===== src/rtl/amo_pkg.sv =====
package amo_pkg;
  typedef enum logic [2:0] {
    OP_LOAD  = 3'd0,
    OP_STORE = 3'd1,
    OP_TAS   = 3'd2,
    OP_FADD  = 3'd3,
    OP_SWAP  = 3'd4
  } amo_op_e;
  localparam int OP_W = 3;
endpackage


===== src/rtl/amo_rr_arb.sv =====
module amo_rr_arb #(
  parameter int N = 4
) (
  input  logic         clk,
  input  logic         rst_n,
  input  logic [N-1:0] req,
  output logic [N-1:0] gnt
);
  localparam int PW = (N > 1) ? $clog2(N) : 1;
  localparam int CW = $clog2(N + 1);

  logic [PW-1:0] last_q, last_d;
  logic [PW-1:0] idx;
  logic          found;

  // search starts just after the last winner
  always_comb begin
    gnt   = '0;
    found = 1'b0;
    idx   = '0;
    for (int off = 1; off <= N; off++) begin
      idx = PW'((int'(last_q) + off) % N);
      if (!found && req[idx]) begin
        gnt[idx] = 1'b1;
        found    = 1'b1;
      end
    end
  end

  always_comb begin
    last_d = last_q;
    for (int i = 0; i < N; i++) begin
      if (gnt[i]) last_d = PW'(i);
    end
  end

  always_ff @(posedge clk or negedge rst_n) begin
    if (!rst_n)      last_q <= PW'(N - 1);
    else if (|gnt)   last_q <= last_d;
  end

  // grant shape
  a_r7_gnt_onehot: assert property (@(posedge clk) disable iff (!rst_n)
    $onehot0(gnt));
  a_r7_gnt_needs_req: assert property (@(posedge clk) disable iff (!rst_n)
    (gnt & ~req) == '0);
  a_r7_no_idle: assert property (@(posedge clk) disable iff (!rst_n)
    (|req) |-> (|gnt));

  // a held request sees at most N-1 foreign grants
  generate
    for (genvar g = 0; g < N; g++) begin : g_wait
      logic [CW-1:0] wait_q;
      always_ff @(posedge clk or negedge rst_n) begin
        if (!rst_n)                     wait_q <= '0;
        else if (!req[g] || gnt[g])     wait_q <= '0;
        else if (|gnt)                  wait_q <= wait_q + 1'b1;
      end
      a_r8_fair: assert property (@(posedge clk) disable iff (!rst_n)
        wait_q <= CW'(N - 1));
    end
  endgenerate
endmodule


===== src/rtl/amo_alu.sv =====
module amo_alu
  import amo_pkg::*;
#(
  parameter int W = 32
) (
  input  logic [OP_W-1:0] op,
  input  logic [W-1:0]    old_val,
  input  logic [W-1:0]    operand,
  output logic [W-1:0]    new_val,
  output logic            wr_en
);
  always_comb begin
    new_val = old_val;
    wr_en   = 1'b0;
    case (op)
      OP_STORE: begin new_val = operand;           wr_en = 1'b1; end
      OP_TAS:   begin new_val = W'(1);             wr_en = 1'b1; end
      OP_FADD:  begin new_val = old_val + operand; wr_en = 1'b1; end
      OP_SWAP:  begin new_val = operand;           wr_en = 1'b1; end
      default:  begin new_val = old_val;           wr_en = 1'b0; end
    endcase
  end
endmodule


===== src/rtl/amo_mem.sv =====
module amo_mem #(
  parameter int W     = 32,
  parameter int DEPTH = 16
) (
  input  logic                     clk,
  input  logic                     rst_n,
  input  logic [$clog2(DEPTH)-1:0] addr,
  output logic [W-1:0]             rdata,
  input  logic                     we,
  input  logic [W-1:0]             wdata
);
  localparam int AW = $clog2(DEPTH);

  logic [W-1:0] mem_q [DEPTH];

  generate
    for (genvar k = 0; k < DEPTH; k++) begin : g_word
      always_ff @(posedge clk or negedge rst_n) begin
        if (!rst_n)                        mem_q[k] <= '0;
        else if (we && addr == AW'(k))     mem_q[k] <= wdata;
      end
    end
  endgenerate

  assign rdata = mem_q[addr];

  // a write is visible in the following cycle
  a_r3_write_lands: assert property (@(posedge clk) disable iff (!rst_n)
    we |=> mem_q[$past(addr)] == $past(wdata));
endmodule


===== src/rtl/amo_unit.sv =====
module amo_unit
  import amo_pkg::*;
#(
  parameter int NPORT = 4,
  parameter int W     = 32,
  parameter int DEPTH = 16,
  localparam int AW   = $clog2(DEPTH),
  localparam int PW   = (NPORT > 1) ? $clog2(NPORT) : 1
) (
  input  logic                  clk,
  input  logic                  rst_n,
  input  logic [NPORT-1:0]      req_valid,
  input  logic [NPORT*OP_W-1:0] req_op,
  input  logic [NPORT*AW-1:0]   req_addr,
  input  logic [NPORT*W-1:0]    req_data,
  output logic [NPORT-1:0]      req_gnt,
  output logic                  rsp_valid,
  output logic [PW-1:0]         rsp_port,
  output logic [W-1:0]          rsp_data
);
  // grant stage
  logic [OP_W-1:0] sel_op;
  logic [AW-1:0]   sel_addr;
  logic [W-1:0]    sel_data;
  logic [PW-1:0]   sel_port;

  // execute stage
  logic            ex_vld_q, ex_vld_d;
  logic [OP_W-1:0] ex_op_q, ex_op_d;
  logic [AW-1:0]   ex_addr_q, ex_addr_d;
  logic [W-1:0]    ex_opnd_q, ex_opnd_d;
  logic [PW-1:0]   ex_port_q, ex_port_d;

  logic [W-1:0]    mem_rdata, alu_new;
  logic            alu_we, mem_we;

  logic            rsp_vld_d;
  logic [PW-1:0]   rsp_port_d;
  logic [W-1:0]    rsp_data_d;

  amo_rr_arb #(.N(NPORT)) u_arb (
    .clk (clk),
    .rst_n (rst_n),
    .req (req_valid),
    .gnt (req_gnt)
  );

  always_comb begin
    sel_op   = '0;
    sel_addr = '0;
    sel_data = '0;
    sel_port = '0;
    for (int i = 0; i < NPORT; i++) begin
      if (req_gnt[i]) begin
        sel_op   = sel_op   | req_op[i*OP_W +: OP_W];
        sel_addr = sel_addr | req_addr[i*AW +: AW];
        sel_data = sel_data | req_data[i*W +: W];
        sel_port = sel_port | PW'(i);
      end
    end
  end

  always_comb begin
    ex_vld_d  = |req_gnt;
    ex_op_d   = sel_op;
    ex_addr_d = sel_addr;
    ex_opnd_d = sel_data;
    ex_port_d = sel_port;
  end

  always_ff @(posedge clk or negedge rst_n) begin
    if (!rst_n) begin
      ex_vld_q  <= 1'b0;
      ex_op_q   <= '0;
      ex_addr_q <= '0;
      ex_opnd_q <= '0;
      ex_port_q <= '0;
    end else begin
      ex_vld_q <= ex_vld_d;
      if (ex_vld_d) begin
        ex_op_q   <= ex_op_d;
        ex_addr_q <= ex_addr_d;
        ex_opnd_q <= ex_opnd_d;
        ex_port_q <= ex_port_d;
      end
    end
  end

  amo_alu #(.W(W)) u_alu (
    .op      (ex_op_q),
    .old_val (mem_rdata),
    .operand (ex_opnd_q),
    .new_val (alu_new),
    .wr_en   (alu_we)
  );

  assign mem_we = ex_vld_q && alu_we;

  amo_mem #(.W(W), .DEPTH(DEPTH)) u_mem (
    .clk   (clk),
    .rst_n (rst_n),
    .addr  (ex_addr_q),
    .rdata (mem_rdata),
    .we    (mem_we),
    .wdata (alu_new)
  );

  always_comb begin
    rsp_vld_d  = ex_vld_q;
    rsp_port_d = ex_port_q;
    rsp_data_d = mem_rdata;
  end

  always_ff @(posedge clk or negedge rst_n) begin
    if (!rst_n) begin
      rsp_valid <= 1'b0;
      rsp_port  <= '0;
      rsp_data  <= '0;
    end else begin
      rsp_valid <= rsp_vld_d;
      if (rsp_vld_d) begin
        rsp_port <= rsp_port_d;
        rsp_data <= rsp_data_d;
      end
    end
  end

  // grant -> execute -> response, port id carried through
  a_r9_gnt_to_exec: assert property (@(posedge clk) disable iff (!rst_n)
    (|req_gnt) |=> ex_vld_q);
  a_r9_exec_to_rsp: assert property (@(posedge clk) disable iff (!rst_n)
    ex_vld_q |=> (rsp_valid && rsp_port == $past(ex_port_q)));
  a_r9_rsp_needs_exec: assert property (@(posedge clk) disable iff (!rst_n)
    rsp_valid |-> $past(ex_vld_q));
  // test-and-set leaves the location holding 1
  a_r4_tas_sets_one: assert property (@(posedge clk) disable iff (!rst_n)
    (ex_vld_q && ex_op_q == OP_TAS && ex_vld_d && sel_addr == ex_addr_q)
      |=> (mem_rdata == W'(1)));
endmodule


===== config.mk =====
export PLATFORM = sky130hd
export DESIGN_NAME = amo_unit
export DESIGN_NICKNAME = d
export VERILOG_FILES = /design/src/rtl/amo_pkg.sv /design/src/rtl/amo_rr_arb.sv /design/src/rtl/amo_alu.sv /design/src/rtl/amo_mem.sv /design/src/rtl/amo_unit.sv
export SDC_FILE = /design/constraint.sdc
export NUM_CORES = 1
export LEC_CHECK = 0
export BUFFER_PORTS_ARGS = -buffer_cell sky130_fd_sc_hd__buf_4
export CAP_MARGIN = 20
export CORE_MARGIN = 1
export CORE_UTILIZATION = 55
export DETAILED_ROUTE_END_ITERATION = 7
export PLACE_DENSITY = 0.77
export SETUP_SLACK_MARGIN = 0.4
export SLEW_MARGIN = 20
export SYNTH_ARGS = -nofsm -noshare
export SYNTH_HDL_FRONTEND = slang
export SYNTH_HIERARCHICAL = 1
export SYNTH_SLANG_ARGS = --single-unit

===== constraint.sdc =====
create_clock -name clk -period 5.26 [get_ports clk]
set_clock_uncertainty 0.05 [all_clocks]
set_input_delay 0 -clock clk [delete_from_list [all_inputs] [get_ports clk]]
set_output_delay 0 -clock clk [all_outputs]
set_load 0.05 [all_outputs]

==> results.md, run 1 <==
* Vias per cell at 6.55
* Gr busiest metal: met2
* Max stage delay cell, worst path: mux4_4
* Pre-antenna DRT Iters at 7
* Synth Instances at 2,181
* Met3 Usage GRT at 0.0600
* Routed Antenna Nets at 0
* Fin crit period at 4750 ps
* Die Span Y at 237 µm
* Area share of the largest cell type after synthesis at 0.486
* Critical Path Source: u_arb/last_q[1]
* CTS Sinks at 591
* Vias at 21,200
* Final slew viol count at 0
* Iter 0 DRT Violations at 1,935
* Nets at 2,698
* Sequential fraction of the synthesis area at 0.487
* DP HPWL at 53,700 µm
* Largest cells by area after synthesis: dfrtp_1 (49%), mux2_2 (19%), mux4_2 (9.6%)
* Crit path largest cell delay at 740 ps
* Input/output buffers at 200
* CP Max Fanout at 41
* Synthesized cell area at 0.0303 mm²
* Met2 Track Usage GR at 0.511
* Max transition margin at 0.229
* Vias in the first global route at 22,200
* DRC viols at 0
* Run status: finished clean
* Ys flop type: dfrtp_1
* Routing usage on met1 at 0.432
* Post-Syn Area per Cell at 13.9 µm²
* FFs w/ async S/R, synth at 1.00
* Worst-path clk slew at 70 ps
* H-Tree Depth at 2
* R2r endpoint: ex_opnd_q[20]
* Initial antenna violation count at 0
* Critical Path AT at 5220 ps
* Hold path cells at 4
* CTS buffer count at 57
* Cell variety after synth at 87
* Clk Latency, worst-skew pair at 650 ps
* Layout cells sized above 1 at 0.469
* Worst R2R Path Depth at 12
* Sum Neg Setup Slack at 0 ps
* Syn_nets at 2,383
* Synthesis-to-layout area growth at 19.6%
* Reg-to-reg startpoint: u_arb/last_q[1]
* Max-Cap Viols at 0
* Setup violators final at 0
* Gp weighted congestion at 0.946
* Fin. Hold Viols at 0
* Diode count at 0
* Initial Util at 0.561
* Setup CP Type: flip-flop to flip-flop
* Final Cycle Share at 0.904
* Slew @ Worst Pin at 1150 ps
* DR WL/cell at 27.6 µm
* CP required at 5730 ps
* F_max at 210 MHz
* GR Overflow Total at 0
* Flop2flop setup slack at 510 ps
* Flops & latches, synth at 591
* Largest net degree at the start of global routing at 166
* Clock tree buffer depth at 3
* Gr usage total at 0.318
* Io pins at 201
* # rows at 85
* Largest area contributor in the netlist: dfrtp_1
* Synthesis warning total at 6
* Worst min path class: input pin to flip-flop
* First-pass GRT wire length at 135,000 µm
* Die Wd at 237 µm
* Core area at 0.0541 mm²
* Unrepaired setup endpoints after global routing: false
* Total Wirelength at 89,200 µm
* Worst setup endpoint: ex_opnd_q[20]
* Root Buffer: clkbuf_16
* EDFF count, synth at 0
* TritonCTS clock tree: built
* Die area at 0.0561 mm²
* CP Cell Sequence: inv_1, ha_1, mux4_4, nand2_1, o21ai_0, a221oi_2, inv_1, clkbuf_8, a22oi_1, dlygate4sd3_1, a31oi_2, dlygate4sd3_1
* Crit start category: flip-flop
* Crit end category: flip-flop
## cell families (layout without fill, tap and decap cells)
| kind of cell | count (synthesis) | after routing | synth area share |
|---|---|---|---|
| mux | 695 | 695 | 0.307 |
| flops | 591 | 591 | 0.487 |
| simple gates | 237 | 238 | 0.0461 |
| fa+ha+maj | 40 | 40 | 0.0167 |
| buf+inv | 208 | 567 | 0.0359 |
| compound gates | 387 | 387 | 0.101 |
| xor+xnor | 23 | 23 | 0.00664 |
## layout by cell type, fill, tap and decap left out, types with 15 or more instances in the layout
master and count:
mux2_1 47, o21ai_0 27, inv_1 17, clkbuf_1 15, clkbuf_8 16, a22oi_1 165
mux4_2 130, buf_12 16, a21oi_1 40, nor2_1 35, ha_1 39, nand2_1 83
clkbuf_16 57, mux2_2 505, a31oi_2 39, dfrtp_1 586, nor2_4 49, dlygate4sd3_1 120
buf_4 301
## worst min path at each step
stage,startpoint,endpoint,slack [ps]
2_1_floorplan,rst_n,ex_addr_q[0],-350
3_3_place_gp,rst_n,u_mem/mem_q[365],-70
3_5_place_dp,rst_n,u_mem/mem_q[365],-60
4_1_cts,req_valid[2],u_arb/last_q[0],120
5_1_grt,req_data[98],ex_opnd_q[2],220
6_report,req_data[105],ex_opnd_q[9],200
## cell usage after synthesis, drive strengths merged (5+ instances only)
cell type,number
a21o,13
a21oi,45
a222oi,8
a22o,7
a22oi,165
a31oi,46
and2,5
and3,7
buf,100
clkbuf,90
dfrtp,589
ha,39
inv,18
mux2,552
mux2i,11
mux4,132
nand2,84
nand2b,6
nand3,13
nand4,9
nor2,85
nor2b,7
nor3,7
o211ai,6
o21a,5
o21ai,39
o21bai,5
o221ai,6
xnor2,10
xor2,13
## critical path: cells and delay by family (launching register included)
kind	cells	cell delay, ps
simple gates	1	120
mux	1	740
flops	1	670
compound gates	4	800
fa+ha+maj	1	360
buf+inv	5	1870
## routing by layer
layer | wire length [µm] | vias to the layer above
met1 | 36300 | 11100
met3 | 6780 | 230
met2 | 42300 | 910
met5 | 0 | -
li1 | - | 8910
met4 | 3760 | 0
## state kept, by name, indices dropped and copies added (netlist names)
signal / count
ex_vld_q: 1
ex_addr_q: 4
rsp_port: 2
ex_opnd_q: 32
rsp_data: 32
ex_op_q: 3
ex_port_q: 2
u_mem/mem_q: 512
u_arb/last_q: 2
rsp_valid: 1
## metrics by stage
step	area [µm²]	hold WS [ps]	utilization	worst slack (ps)	cells
floorplan	30300	-346	-	830	2181
CTS	36100	119	0.666	434	3221
detailed placement	32800	-61.6	0.607	309	2995
finish	36300	197	0.670	508	3237
global placement	32800	-69.5	0.607	412	2995
global route	36300	218	0.670	391	3237
## timing repair
| action | 4_1_cts | 5_1_grt |
|---|---|---|
| setup endpoints to repair | 51 | 160 |
| gates cloned | 0 | 1 |
| pin swaps | 0 | 2 |
| endpoints found under the hold margin | 509 | 0 |
| hold buffers | 121 | 0 |
| gates resized for setup | 4 | 17 |
| buffers inserted | 1 | 15 |
## cell type report
type	count	area [µm²]
Clock inverter	18	273
Inverter	18	67.6
Clock buffer	86	1680
Sequential cell	591	14800
Multi-Input combinational cell	1383	14700
Tap cell	696	871
Timing Repair Buffer	445	3930
Fill cell	3621	17900
Power of run 1 is left out: the tool's default activity adds up to more than one toggle a clock period on the data nets, which glitch-free logic cannot reach.
==> run 2, diff against run 1 <==
Settings changed: CORE_MARGIN 1 to unset, PLACE_DENSITY 0.77 to 0.78, SLEW_MARGIN 20 to unset, SYNTH_HIERARCHICAL 1 to unset.
==> run 2 against run 1 <==
Effect of this change: setup slack worse by 18 ps; final cell count up 16%; first-iteration DRC count is 46% higher; routed wire length grew 5.5%; largest cell class unchanged.
==> results.md, run 2 <==
* Vias per cell at 6.60 (+0.86%)
* Io pins at 201 (unchanged)
* Vias in the first global route at 25,200 (+14%)
* Setup CP Type: flip-flop to flip-flop
* Input/output buffers at 200 (unchanged)
* Flops & latches, synth at 591 (unchanged)
* Fin crit period at 4770 ps (+18.0 ps)
* Pre-antenna DRT Iters at 6 (-1)
* F_max at 210 MHz (-0.38%)
* Met3 Usage GRT at 0.0885 (+0.0284)
* Fillers at 3,500 (-3.3%)
* # rows at 84 (-1.2%)
* Post-Syn Area per Cell at 11.0 µm² (-21%)
* Synthesized cell area at 0.0293 mm² (-3.3%)
* Max transition margin at 0.377 (+0.148)
* Largest cells by area after synthesis: dfrtp_1 (50%), mux4_2 (12%), nand2_1 (4.3%)
* DRC viols at 0 (unchanged)
* Layout cells sized above 1 at 0.275 (-0.194)
* H-Tree Depth at 2 (unchanged)
* CP required at 5680 ps (-50 ps)
* Vias at 24,800 (+17%)
* Worst-path clk slew at 60 ps (about the same)
* Gr busiest metal: met2
* Design area at 0.0361 mm² (-0.49%)
* TritonCTS clock tree: built
* Max reg flops at 512 (unchanged)
* FFs w/ async S/R, synth at 1.00 (unchanged)
* Synthesis-to-layout area growth at 23.1%
* Fin. Hold Viols at 0 (unchanged)
* Sum Neg Setup Slack at 0 ps (unchanged)
* Ys flop type: dfrtp_1
* EDFF count, synth at 0 (unchanged)
* Post-place instance area at 0.0317 mm² (-3.6%)
* Worst min path class: input pin to flip-flop
* Gp weighted congestion at 0.978 (+3.4%)
* Met2 Track Usage GR at 0.558 (+0.0471)
* Die Wd at 233 µm (-1.7%)
* Die Span Y at 233 µm (-1.7%)
* Crit start category: flip-flop
* Total Wirelength at 94,200 µm (+5.5%)
* DR WL/cell at 25.1 µm (-8.9%)
* Top-count cell post-synth: dfrtp_1
* Initial antenna violation count at 4 (+4)
* CP Max Fanout at 17 (-59%)
* Root Buffer: clkbuf_16
* Largest area contributor in the netlist: dfrtp_1
* Setup violators final at 0 (unchanged)
* Unrepaired setup endpoints after global routing: true
* Synthesis warning total at 0 (-6)
* Most frequent cells in the layout: dfrtp_1 (584), nand2_1 (327), buf_4 (317)
* Gr usage total at 0.348 (+0.0302)
* Nets at 3,215 (+19%)
* Synth Instances at 2,666 (+22%)
* Biggest regs: u_mem.mem_q x512, ex_opnd_q x32, rsp_data x32
* Die area at 0.0543 mm² (-3.3%)
* Routing usage on met1 at 0.444 (+0.0127)
* Cell variety after synth at 74 (-15%)
* First-pass GRT wire length at 144,000 µm (+6.5%)
* Top reg by flops: u_mem.mem_q
* GR Overflow Total at 0 (unchanged)
* Largest net degree at the start of global routing at 160 (-3.6%)
* Crit end category: flip-flop
* Critical Path AT at 5190 ps (-30 ps)
* CTS Sinks at 591 (unchanged)
* Run status: finished clean
* CTS buffer count at 58 (+1.8%)
* Iter 0 DRT Violations at 2,817 (+46%)
* Area share of the largest cell type after synthesis at 0.502 (+0.0168)
* Final Cycle Share at 0.907 (+0.00341)
* Routed Antenna Nets at 0 (unchanged)
* Initial Util at 0.557 (-0.00354)
* Synth top cells by count: dfrtp_1 (589), nand2_1 (333), nor2_1 (317)
* Clock tree buffer depth at 3 (unchanged)
* Slew @ Worst Pin at 935 ps (-219 ps)
* Final slew viol count at 0 (unchanged)
* DP HPWL at 55,800 µm (+3.9%)
* Syn_nets at 2,865 (+20%)
* Sequential fraction of the synthesis area at 0.504 (+0.0169)
* Core area at 0.0527 mm² (-2.7%)
* Max-Cap Viols at 0 (unchanged)
* Clk Latency, worst-skew pair at 630 ps (-20 ps)
* Most common cell after layout, fill and taps aside: dfrtp_1
run 2: cell types whose count changed in the layout (fill, tap and decap cells not counted), moves of 43 or more:
cell	change
a21oi_2	+74
nor2_1	+275
a21oi_1	+169
nand2_1	+244
o21ai_0	+177
mux2_1	-47
a22oi_1	-78
nor2_4	-43
mux2_2	-438
run 2: final timing paths:
kind,from,endpoint,slack [ps],depth (start not counted)
min,req_data[124],ex_opnd_q[28],240,4
max reg2reg,ex_addr_q[0],u_mem.mem_q[216],490,15
min in group asynchronous,rst_n,u_mem.mem_q[439],540,4
max in group asynchronous,rst_n,ex_vld_q,3670,4
min reg2reg,u_mem.mem_q[54],u_mem.mem_q[54],430,2
max,ex_addr_q[0],u_mem.mem_q[216],490,15
run 2: repair_timing:
| item | CTS | global route |
|---|---|---|
| resized for setup | 17 | 45 |
| hold buffers | 162 | 0 |
| setup endpoints to repair | 107 | 182 |
| setup buffers | 15 | 20 |
| endpoints found under the hold margin | 383 | 0 |
| gates cloned | 6 | 3 |
| pin swaps | 1 | 6 |
run 2: area by class of cell:
class | instances | area [µm²] | share of cell area
Clock inverter | 17 | 249 | 0.00690
Sequential cell | 591 | 14800 | 0.410
Inverter | 26 | 97.6 | 0.00270
Timing Repair Buffer | 516 | 4740 | 0.131
Tap cell | 688 | 861 | 0.0238
Clock buffer | 87 | 1730 | 0.0479
Antenna cell | 3 | 7.51 | 0.000208
Multi-Input combinational cell | 1823 | 13600 | 0.377
run 2: cells by family after synthesis:
| kind of cell | synth area share |
|---|---|
| xor gates and xnor gates | 0.00657 |
| and+or+nand+nor | 0.0968 |
| DFF | 0.504 |
| AOI/OAI and AO/OA | 0.179 |
| adders and majority gates | 0.0160 |
| muxes | 0.155 |
| buffers and inverters | 0.0425 |
run 2: metrics by stage:
stage          worst slack [ps]  hold WS, ps  std cells   util
5_1_grt                     289          249       3749  0.686
3_3_place_gp                123        -60.3       3437  0.601
2_1_floorplan               424         -346       2666      -
3_5_place_dp                136        -51.7       3437  0.601
4_1_cts                     386          217       3724  0.678
6_report                    490          242       3751  0.686
run 2: metal layers:
layer | wire length, µm | vias up | part of all wire
li1 | - | 10400 | -
met4 | 4770 | 4 | 0.051
met3 | 9520 | 346 | 0.10
met5 | 28 | - | 0.00030
met2 | 44500 | 1568 | 0.47
met1 | 35300 | 12500 | 0.37
run 2: worst max-delay path, stage by stage, from the launching register on:
cell	delay, ps
dfrtp_4	480
buf_12	180
buf_16	200
mux4_2	530
mux4_2	610
ha_4	300
a21o_1	190
a21o_1	180
a21oi_1	190
o21ai_1	150
a211o_1	360
a221oi_1	420
xnor2_1	150
a21oi_2	280
buf_6	210
o21ai_0	110
Power of run 2 is left out for the same reason.
